`config.mk`:
```
export PLATFORM = sky130hd
export DESIGN_NAME = rli_assembler
export DESIGN_NICKNAME = d
export VERILOG_FILES = /design/src/rtl/rli_assembler.sv
export SDC_FILE = /design/constraint.sdc
export NUM_CORES = 1
export LEC_CHECK = 0
export ABC_AREA = 1
export BUFFER_PORTS_ARGS = -buffer_cell sky130_fd_sc_hd__buf_2
export CAP_MARGIN = 25
export CORE_MARGIN = 8
export CORE_UTILIZATION = 60
export CTS_CLUSTER_DIAMETER = 200
export DETAILED_ROUTE_END_ITERATION = 10
export GPL_TIMING_DRIVEN = 0
export MAX_ROUTING_LAYER = met4
export PLACE_DENSITY_LB_ADDON = 0.2
export SLEW_MARGIN = 20
export SYNTH_ARGS = -nofsm -noshare
export SYNTH_HDL_FRONTEND = slang
export SYNTH_SLANG_ARGS = --single-unit
export TNS_END_PERCENT = 20
```
`constraint.sdc`:
```
create_clock -name clk -period 4.4 [get_ports clk]
set_input_delay 0.66 -clock clk [delete_from_list [all_inputs] [get_ports clk]]
set_output_delay 0.66 -clock clk [all_outputs]
set_load 0.01 [all_outputs]
```
`src/rtl/rli_assembler.sv`:
```
module rli_assembler #(
  parameter int XLEN = 64
) (
  input  logic            clk,
  input  logic            rst_n,
  input  logic            in_vld,
  output logic            in_rdy,
  input  logic [15:0]     in_parcel,
  input  logic [XLEN-1:0] in_addr,
  output logic            busy,
  output logic            done,
  output logic [3:0]      len_bytes,
  output logic            wr_en,
  output logic [3:0]      wr_idx,
  output logic [XLEN-1:0] wr_data
);

  localparam int IMM_MAX = 64;

  typedef enum logic {S_HEAD, S_TAIL} state_t;

  state_t             st;
  logic [2:0]         tail_n, tail_k;
  logic [IMM_MAX-1:0] imm_q, imm_all, imm_ext;
  logic [XLEN-1:0]    base_q;
  logic [3:0]         idx_q;

  assign in_rdy = 1'b1;
  assign busy   = (st == S_TAIL);

  wire       take     = in_vld & in_rdy;
  wire       is_short = in_parcel[15:12] == 4'hE;
  wire       is_long  = (in_parcel[15:11] == 5'd21) && in_parcel[10] &&
                        (in_parcel[9:8] != 2'b00) && (in_parcel[3:0] == 4'h0);
  wire [2:0] head_n   = (in_parcel[9:8] == 2'b01) ? 3'd1 :
                        (in_parcel[9:8] == 2'b10) ? 3'd2 : 3'd4;
  wire       last     = (tail_k + 3'd1) == tail_n;
  wire [3:0] len_long = {tail_n, 1'b0} + 4'd2;

  wire [7:0]      imm8   = {in_parcel[11:8], in_parcel[3:0]};
  wire [XLEN-1:0] short_v = {{(XLEN-8){imm8[7]}}, imm8} + in_addr + XLEN'(2);

  always_comb begin
    imm_all = imm_q;
    case (tail_k)
      3'd0:    imm_all[15:0]  = in_parcel;
      3'd1:    imm_all[31:16] = in_parcel;
      3'd2:    imm_all[47:32] = in_parcel;
      default: imm_all[63:48] = in_parcel;
    endcase
    case (tail_n)
      3'd1:    imm_ext = {{48{imm_all[15]}}, imm_all[15:0]};
      3'd2:    imm_ext = {{32{imm_all[31]}}, imm_all[31:0]};
      default: imm_ext = imm_all;
    endcase
  end

  wire [XLEN-1:0] long_v = imm_ext[XLEN-1:0] + base_q + XLEN'(len_long);

  always_ff @(posedge clk) begin
    if (!rst_n) begin
      st        <= S_HEAD;
      tail_n    <= 3'd1;
      tail_k    <= 3'd0;
      imm_q     <= '0;
      base_q    <= '0;
      idx_q     <= '0;
      done      <= 1'b0;
      wr_en     <= 1'b0;
      len_bytes <= 4'd0;
      wr_idx    <= 4'd0;
      wr_data   <= '0;
    end else begin
      done  <= 1'b0;
      wr_en <= 1'b0;
      if (take) begin
        if (st == S_HEAD) begin
          if (is_long) begin
            st     <= S_TAIL;
            tail_n <= head_n;
            tail_k <= 3'd0;
            imm_q  <= '0;
            base_q <= in_addr;
            idx_q  <= in_parcel[7:4];
          end else begin
            done      <= 1'b1;
            len_bytes <= 4'd2;
            if (is_short) begin
              wr_en   <= 1'b1;
              wr_idx  <= in_parcel[7:4];
              wr_data <= short_v;
            end
          end
        end else begin
          imm_q  <= imm_all;
          tail_k <= tail_k + 3'd1;
          if (last) begin
            st        <= S_HEAD;
            done      <= 1'b1;
            wr_en     <= 1'b1;
            len_bytes <= len_long;
            wr_idx    <= idx_q;
            wr_data   <= long_v;
          end
        end
      end
    end
  end


  done_not_busy_chk: assert property (@(posedge clk) disable iff (!rst_n)
    done |-> !busy);


  we_needs_done_chk: assert property (@(posedge clk) disable iff (!rst_n)
    wr_en |-> done);


  busy_holds_chk: assert property (@(posedge clk) disable iff (!rst_n)
    (busy && !in_vld) |=> busy);


  short_form_chk: assert property (@(posedge clk) disable iff (!rst_n)
    (in_vld && !busy && in_parcel[15:12] == 4'hE) |=> (done && wr_en && len_bytes == 4'd2));


  len_legal_chk: assert property (@(posedge clk) disable iff (!rst_n)
    done |-> (len_bytes == 4'd2 || len_bytes == 4'd4 || len_bytes == 4'd6 || len_bytes == 4'd10));


  busy_after_long_chk: assert property (@(posedge clk) disable iff (!rst_n)
    (in_vld && !busy && in_parcel[15:11] == 5'd21 && in_parcel[10] &&
     in_parcel[9:8] != 2'b00 && in_parcel[3:0] == 4'h0) |=> (busy && !done));

endmodule

```
# After elaboration in Yosys (flattened, before gate mapping)
# Cells that the tools add are included.
# totals
reg_bits	213
latch_bits	0
ramBits	0
rom_bits	0
input_bits	83
out_inout_bits	76
word_cells	74
n_memories	0
# classes
n_addsub	6
n_mul	0
div	0
order_cmp	0
eq_ne	11
n_shift	0
n_mux	31
bitwise	1
reduce_logical	14
# op_table
cell	count
two-way mux 64 bit	6
adder 64 bit	2
one-hot mux 64 bit (2 select lines)	1
adder 64 x 2 -> 64 bit (second input constant)	1
adder 64 x 4 -> 64 bit	1
two-way mux 16 bit	4
two-way mux 4 bit	7
two-way mux 3 bit	4
two-way mux 1 bit	9
== test 3 x 1 -> 1 bit (second input constant)	2
== test 3 x 2 -> 1 bit (second input constant)	2
AND reduction 3 bit	2
nonzero test 2 bit	3
== test 5 bit (second input constant)	1
adder 4 x 2 -> 4 bit (second input constant)	1
== test 4 bit (second input constant)	1
logical NOT 4 bit	1
AND reduction 2 bit	2
AND reduction 4 bit	1
adder 3 x 1 -> 3 bit (second input constant)	1
== test 3 bit	1
logical AND 1 bit	3
logical NOT 3 bit	1
OR reduction 3 bit	1
5 further kinds	5

# Depth between registers and ports, before layout
# Gate-level depths: netlist (run 1).
# logic_depth
depth_word	8
ltp_mapped	28
ltp_nobuf	27

# Least setup slack after synthesis (run 1)
# No wires, ideal clock.
# synth_timing
kind	register to register
startpoint	register tail_k[0]
endpoint	register wr_data[33]
setup_time_ns	0.109
t_arrival_ns	3.339
required_ns	4.291
setup_slack_ns	0.952
path_stages_with_launch	27
n_path_buf	1
period_less_slack_ns	3.448
cell_sequence	dfxtp_1 -> inv_1 -> ha_1 -> nand2_2 -> clkbuf_1 -> nand2_1 -> o21a_1 -> inv_1 -> fa_1 -> inv_1 -> ha_1 -> inv_1 -> fa_1 -> inv_1 -> nand3_1 -> nand3_1 -> nand2_1 -> nand2_1 -> nand2_1 -> nand2_1 -> inv_1 -> nor2_1 -> o21ai_0 -> nand3_1 -> nand3_1 -> nand2_1 -> inv_1
# synth_between
elab_chain_len	7
word_cells_on_any_way	15
classes_between	add/sub: 3; eq/ne: 4; mux: 6; reduce/logical: 2
# synth_lines
element	line	source
start: declaration	23	logic [2:0] tail_n, tail_k;
start signal: assignment	96	tail_k <= tail_k + 3'd1;
== test 3 x 1 -> 1 bit, or another cell as far along	45	case (tail_k)
two-way mux 16 bit	45	
one-hot mux 64 bit (2 select lines)	51	case (tail_n)
adder 64 bit	58	wire [XLEN-1:0] long_v = imm_ext[XLEN-1:0] + base_q + XLEN'(len_long);
adder 64 x 4 -> 64 bit	58	
two-way mux 64 bit	97	if (last) begin
two-way mux 64 bit	77	if (st == S_HEAD) begin
end signal: assignment	91	wr_data <= short_v;
end signal: assignment	103	wr_data <= long_v;
end: declaration	15	output logic [XLEN-1:0] wr_data
# Several ways; a longest one is shown, not always the timed one. The select of a mux whose other input is x is not followed.
# A chain may end at the register's enable or synchronous reset.

# Worst setup path in the final report (run 1)
# layout_timing
startpoint	register tail_k[1]
endpoint	register wr_data[52]
# layout_between
elab_chain_len	8
word_cells_on_any_way	17
classes_between	add/sub: 3; eq/ne: 4; mux: 7; reduce/logical: 3
# layout_lines
element	line
== test 3 x 2 -> 1 bit, or another cell as far along	45
OR reduction 3 bit (no source line)	--
two-way mux 16 bit	45
one-hot mux 64 bit (2 select lines)	51
adder 64 bit	58
adder 64 x 4 -> 64 bit	58
two-way mux 64 bit	97
two-way mux 64 bit	77
# Several ways; a longest one is shown, not always the timed one. The select of a mux whose other input is x is not followed.

==> flow_summary.ini, run 1 <==
[status]
status = finished clean

[critical_path]
path_delay_family = simple AND/OR/NAND/NOR gates
cp-start-kind = register
critical_path.most_common_cell = nand2_1
arrival_ns = 4.69
max_stage_delay_ns = 0.39
slowest_stage = dfxtp_1
path_buf_inv = 4
end_kind = register
crit_fanout = 10
path_cells = inv_1, ha_1, nand2_1, clkbuf_1, o21ai_0, o21ai_0, nand2_1, ha_1, ha_1, nand2_1, nor2_1, nand2_1, inv_1, nand4_1, nand3b_1, nand2_1, nand3_1, nand2_1, nand3_1, nand3_1, nand2_1, inv_1
required_ns = 4.84
criticalPathCategory = register to register

[route]
first_iter_violations = 3023
drc_errors = 0
dr.pass1.iters = 8
via_per_inst = 5.52
final_antenna_net_count = 0
wirelength_um = 86200
vias = 25700
wl_per_cell_um = 18.5

[final_layout]
post-route-util_pct = 67.1
fin_area_mm2 = 0.0245
layout.cells.most_common = nand2_1
nets = 4522
syn_to_final_growth_pct = 10.0
layout_common_cells = 1396 x nand2_1, 712 x inv_1, 451 x nor2_1
final_layout_size_suffix_gt1_share_pct = 6.63

[clock_tree]
clk_pin_slew_worst_paths_ns = 0.06
cts_setup_buffers = 0
htreeDepth = 1
tritoncts = yes
cts.sinks = 212
cts_buffer_depth = 3
clk_latency_ns = 0.57
cts_buffers = 24
clockRootBuffer = clkbuf_16
postCtsHoldBufs = 0
post_cts_resized = 0

[floorplanning]
die_area_mm2 = 0.0436
initial_core_util_pct = 61.0
io_pins = 159
die_w_um = 209
die_h_um = 209
core-area_mm2 = 0.0366
row_count = 70

[global_route]
grt_pass1_wl_um = 129000
grtUsageMet2_pct = 59.2
grt_remaining_overflow = 0
use_met3_pct = 6.73
use_met1_pct = 48.0
busiest_layer = met2
grt_max_degree = 59
antenna_found_initial = 1
grtUsageTotal_pct = 38.8
grt_pass1_vias = 23200

[yosys]
synth_top_family_by_area = simple AND/OR/NAND/NOR gates
synthXorXnorAreaFrac_pct = 0.942
syn_nets = 4340
synth.distinct_cells = 44
ys_seq_elements = 212
synthMuxAreaShare_pct = 0
synth-main-ff-cell = dfxtp_1
yosysSeqAreaShare_pct = 19.0
syn_area_mm2 = 0.0223
syn_avg_cell_area_um2 = 5.59
synth_warnings = 0
netlist_instances = 3995
synth-simple-area-share_pct = 39.1
synthAdderAreaFrac_pct = 14.9
async_reset_ff_share_pct = 0
synth_edf_count = 0
synth_compound_area_share_pct = 11.9

[power_and_ir_drop]
p_per_area_mw_per_mm2 = 244
ir_worst_vdd_mv = 0.342
power.leakage_nw = 14.3

[sta]
slew_viol_final = 0
skew_ns = 0.0367
timing.final.hold_violations = 0
post-route-period-util_pct = 96.4
setup_viol = 0
slew-limit-headroom_pct = 30.5
tightest_slew_ns = 1.04
max_freq_mhz = 236
timing.final.crit_period_ns = 4.24

[flow_run]
max-cap-violations = 0

[place]
dpl_cell_area_mm2 = 0.0237
place.port_buffers = 156
dp_hpwl_um = 71500
gp_congestion = 1.11

[hold_path]
hold_class = primary input to register
==> cells in the mapped netlist (2+ instances only) <==
cell type	n	area, um2
nand3_2	4	40.0
inv_2	4	15.0
buf_4	7	52.6
o21ai_1	9	45.0
a31oi_1	12	75.1
a31o_1	2	17.5
nor2_1	455	1710
conb_1	2	7.51
xnor2_1	5	43.8
nor3_1	22	110
dfxtp_1	212	4240
o21bai_1	9	67.6
nand3b_1	31	233
nor3_2	4	40.0
inv_1	712	2670
o211ai_2	3	37.5
o21ai_0	248	1240
nand4_1	24	150
nand3_1	214	1070
o21a_1	6	45.0
and2_1	5	31.3
o31ai_1	4	30.0
fa_1	5	100
xor2_1	19	166
nor4_1	3	18.8
a21oi_1	201	1010
buf_1	7	26.3
nand2_2	4	25.0
buf_6	4	45.0
a211oi_1	3	22.5
nor2_2	2	12.5
clkbuf_1	62	233
a21boi_0	3	22.5
buf_2	23	115
a21o_1	4	30.0
ha_1	257	3220
nand2_1	1397	5240
==> metal layers <==
metal | wire length (um) | share of wire (%) | vias up
met2 | 36500 | 42 | 1363
li1 | - | - | 12800
met3 | 9740 | 11 | 245
met5 | 0 | 0 | -
met1 | 34200 | 40 | 11300
met4 | 5710 | 6.6 | 0
==> worst register-to-register path, cell delays in order, from the launching register on <==
cell,delay [ns]
dfxtp_1,0.39
inv_1,0.08
ha_1,0.21
nand2_1,0.13
clkbuf_1,0.39
o21ai_0,0.21
o21ai_0,0.13
nand2_1,0.16
ha_1,0.32
ha_1,0.37
nand2_1,0.12
nor2_1,0.24
nand2_1,0.12
inv_1,0.09
nand4_1,0.09
nand3b_1,0.33
nand2_1,0.15
nand3_1,0.10
nand2_1,0.05
nand3_1,0.15
nand3_1,0.17
nand2_1,0.09
inv_1,0.03
==> path summary, 6_finish.rpt <==
path / start / to / slack [ns] / depth (start not counted)
min reg2reg: imm_q[60] / imm_q[60] / 0.46 / 2
max reg2reg: tail_k[1] / wr_data[52] / 0.16 / 22
max: tail_k[1] / wr_data[52] / 0.16 / 22
min: in_addr[0] / base_q[0] / 0.34 / 3
==> state kept, by name, summed over array words and instances (netlist names) <==
register	count
idx_q	4
wr_en	1
tail_k	3
tail_n	3
wr_data	64
imm_q	64
len_bytes	3
wr_idx	4
done	1
base_q	64
busy	1
==> where the power goes <==
part	leakage [nW]	internal [mW]	switching, mW
combinational	12.2	0.592	1.36
clock	0.379	1.15	0.889
sequential	1.72	1.97	0.0325
total	14.3	3.71	2.28
==> per-stage QoR <==
| step | power, mW | setup TNS, ns | hold slack (ns) | setup slack, ns | cells |
|---|---|---|---|---|---|
| after global routing | 6.25 | -0.00607 | 0.345 | -0.00607 | 4662 |
| after global placement | 3.90 | -8.80 | 0.448 | -0.369 | 4619 |
| final | 5.99 | 0 | 0.345 | 0.157 | 4663 |
| after CTS | 5.92 | 0 | 0.338 | 0.0459 | 4661 |
| after floorplan | 3.27 | 0 | 0.440 | 0.952 | 3995 |
| after detailed placement | 3.92 | 0 | 0.453 | 0.00322 | 4619 |
==> logic make-up (layout without fill, tap and decap cells) <==
kind of cell	count (synthesis)	in the layout
flops	212	212
other cells	2	4
simple gates	2170	2170
buf+inv	820	1018
compound gates	505	505
xor+xnor	24	24
fa+ha+maj	262	262
==> final cells by class <==
cell class | instances | area [um2]
multi-input combinational | 2963 | 15000
fill | 3684 | 12100
sequential | 212 | 4250
inverter | 717 | 2690
timing repair buffer | 156 | 783
clock buffer | 33 | 684
tap | 468 | 586
buffer | 103 | 488
clock inverter | 9 | 92.6
antenna | 2 | 5.00
Note: power is estimated with default switching activity, not from simulation.
==> inputs of run 2 (changes only) <==
Settings changed: CORE_MARGIN 8 to not set, SETUP_SLACK_MARGIN set to 0.2.
==> flow_summary.ini, run 2 (synthesis results as in run 1) <==
[status]
status = finished clean

[final_layout]
fin_area_mm2 = 0.0248
syn_to_final_growth_pct = 11.0
layout_common_cells = 1388 x nand2_1, 712 x inv_1, 445 x nor2_1
fillers = 3681
final_cells = 4666
nets = 4524
final_layout_size_suffix_gt1_share_pct = 7.58
multi_input_area_mm2 = 0.0151
seqCellArea_mm2 = 0.00425
layout.cells.most_common = nand2_1
largestRegisters = base_q x64, imm_q x64, wr_data x64

[sta]
max_freq_mhz = 247
holdWs_ns = 0.355
tightest_slew_ns = 1.16
timing.final.crit_period_ns = 4.05
post-route-period-util_pct = 92.0
skew_ns = 0.0381
slew_viol_final = 0
setup_viol = 0
rsz0062_at_grt = yes
slew-limit-headroom_pct = 22.4
timing.final.hold_violations = 0

[floorplanning]
initial_core_util_pct = 61.0
io_pins = 159
die_h_um = 195
row_count = 70
core-area_mm2 = 0.0366
die_area_mm2 = 0.0380
die_w_um = 195

[global_route]
antenna_found_initial = 4
grtUsageTotal_pct = 45.0
grt_pass1_vias = 23000
grt_max_degree = 59
grt_pass1_wl_um = 126000
grt_remaining_overflow = 0

[critical_path]
arrival_ns = 4.48
end_kind = register
cp-start-kind = register
crit_fanout = 10
criticalPathCategory = register to register
max_stage_delay_ns = 0.42
path_delay_family = simple AND/OR/NAND/NOR gates
critical_path.most_common_cell = nand2_1
required_ns = 4.83
slowest_stage = ha_2
path_buf_inv = 7

[clock_tree]
postCtsHoldBufs = 0
htreeDepth = 1
clk_latency_ns = 0.57
clk_pin_slew_worst_paths_ns = 0.06
cts_buffers = 24
cts.sinks = 212
cts_buffer_depth = 3
clockRootBuffer = clkbuf_16
tritoncts = yes

[route]
routed-wl-met2_um = 35500
wirelength_um = 84600
vias = 25900
first_iter_violations = 2646
dr.pass1.iters = 9
drc_errors = 0
via_per_inst = 5.55
wl_per_cell_um = 18.1
final_antenna_net_count = 0
top_layer_used = met4
wl_met1_um = 34000
met3WireLength_um = 9310

[power_and_ir_drop]
p_per_area_mw_per_mm2 = 247
power.leakage_nw = 14.4
ir_worst_vdd_mv = 0.408

[place]
gp_congestion = 1.07
dp_hpwl_um = 69700
place.port_buffers = 156
placedCellCount = 4619
dpl_cell_area_mm2 = 0.0237

[flow_run]
max-cap-violations = 0

[hold_path]
hold_class = primary input to register
-- run 2: routing by layer --
metal  up-vias  GRT usage, %
li1      12800             -
met1     11500          56.1
met2      1354          67.6
met3       258          8.36
met4         0          26.5
met5         -             -
-- run 2: area by class of cell --
type	instances	share of cell area [%]
Buffer	103	2.06
Tap cell	468	2.36
Clock inverter	13	0.677
Inverter	717	10.9
Clock buffer	31	2.69
Sequential cell	212	17.1
Antenna cell	1	0.0101
Timing Repair Buffer	158	3.22
Multi-Input combinational cell	2963	61.0
-- run 2: worst paths after layout --
| kind | slack [ns] | cells past startpoint | start | end |
|---|---|---|---|---|
| max reg2reg | 0.35 | 25 | tail_n[0] | wr_data[58] |
| min | 0.35 | 3 | in_addr[0] | base_q[0] |
| max | 0.35 | 25 | tail_n[0] | wr_data[58] |
| min reg2reg | 0.46 | 2 | imm_q[60] | imm_q[60] |
-- run 2: stage by stage --
| step | TNS (ns) | setup WS [ns] | total power, mW | util, % |
|---|---|---|---|---|
| final | 0 | 0.352 | 6.12 | 67.7 |
| after global routing | 0 | 0.156 | 6.37 | 67.7 |
| after CTS | 0 | 0.0950 | 6.03 | 67.0 |
| after detailed placement | -0.0148 | -0.0148 | 3.92 | 64.7 |
| after global placement | -10.17 | -0.393 | 3.90 | 64.7 |
| after floorplan | 0 | 0.952 | 3.27 | - |
-- run 2: report_power, final --
| part | internal, mW | switching (mW) | leakage, nW |
|---|---|---|---|
| clock network | 1.25 | 0.897 | 0.406 |
| logic | 0.601 | 1.36 | 12.3 |
| registers | 1.97 | 0.0340 | 1.72 |
| total | 3.82 | 2.29 | 14.4 |
-- run 2: what timing repair did --
item	4_1_cts	5_1_grt
endpoints found under the hold margin	0	0
endpoints found under the setup margin	30	45
pin swaps	0	3
gates cloned	0	0
buffers inserted	0	2
gates resized for setup	8	95
-- run 2: tightest hold or removal path, stage by stage --
cell and delay [ns]:
buf_2 0.09, nor2_1 0.05, nor2_1 0.08
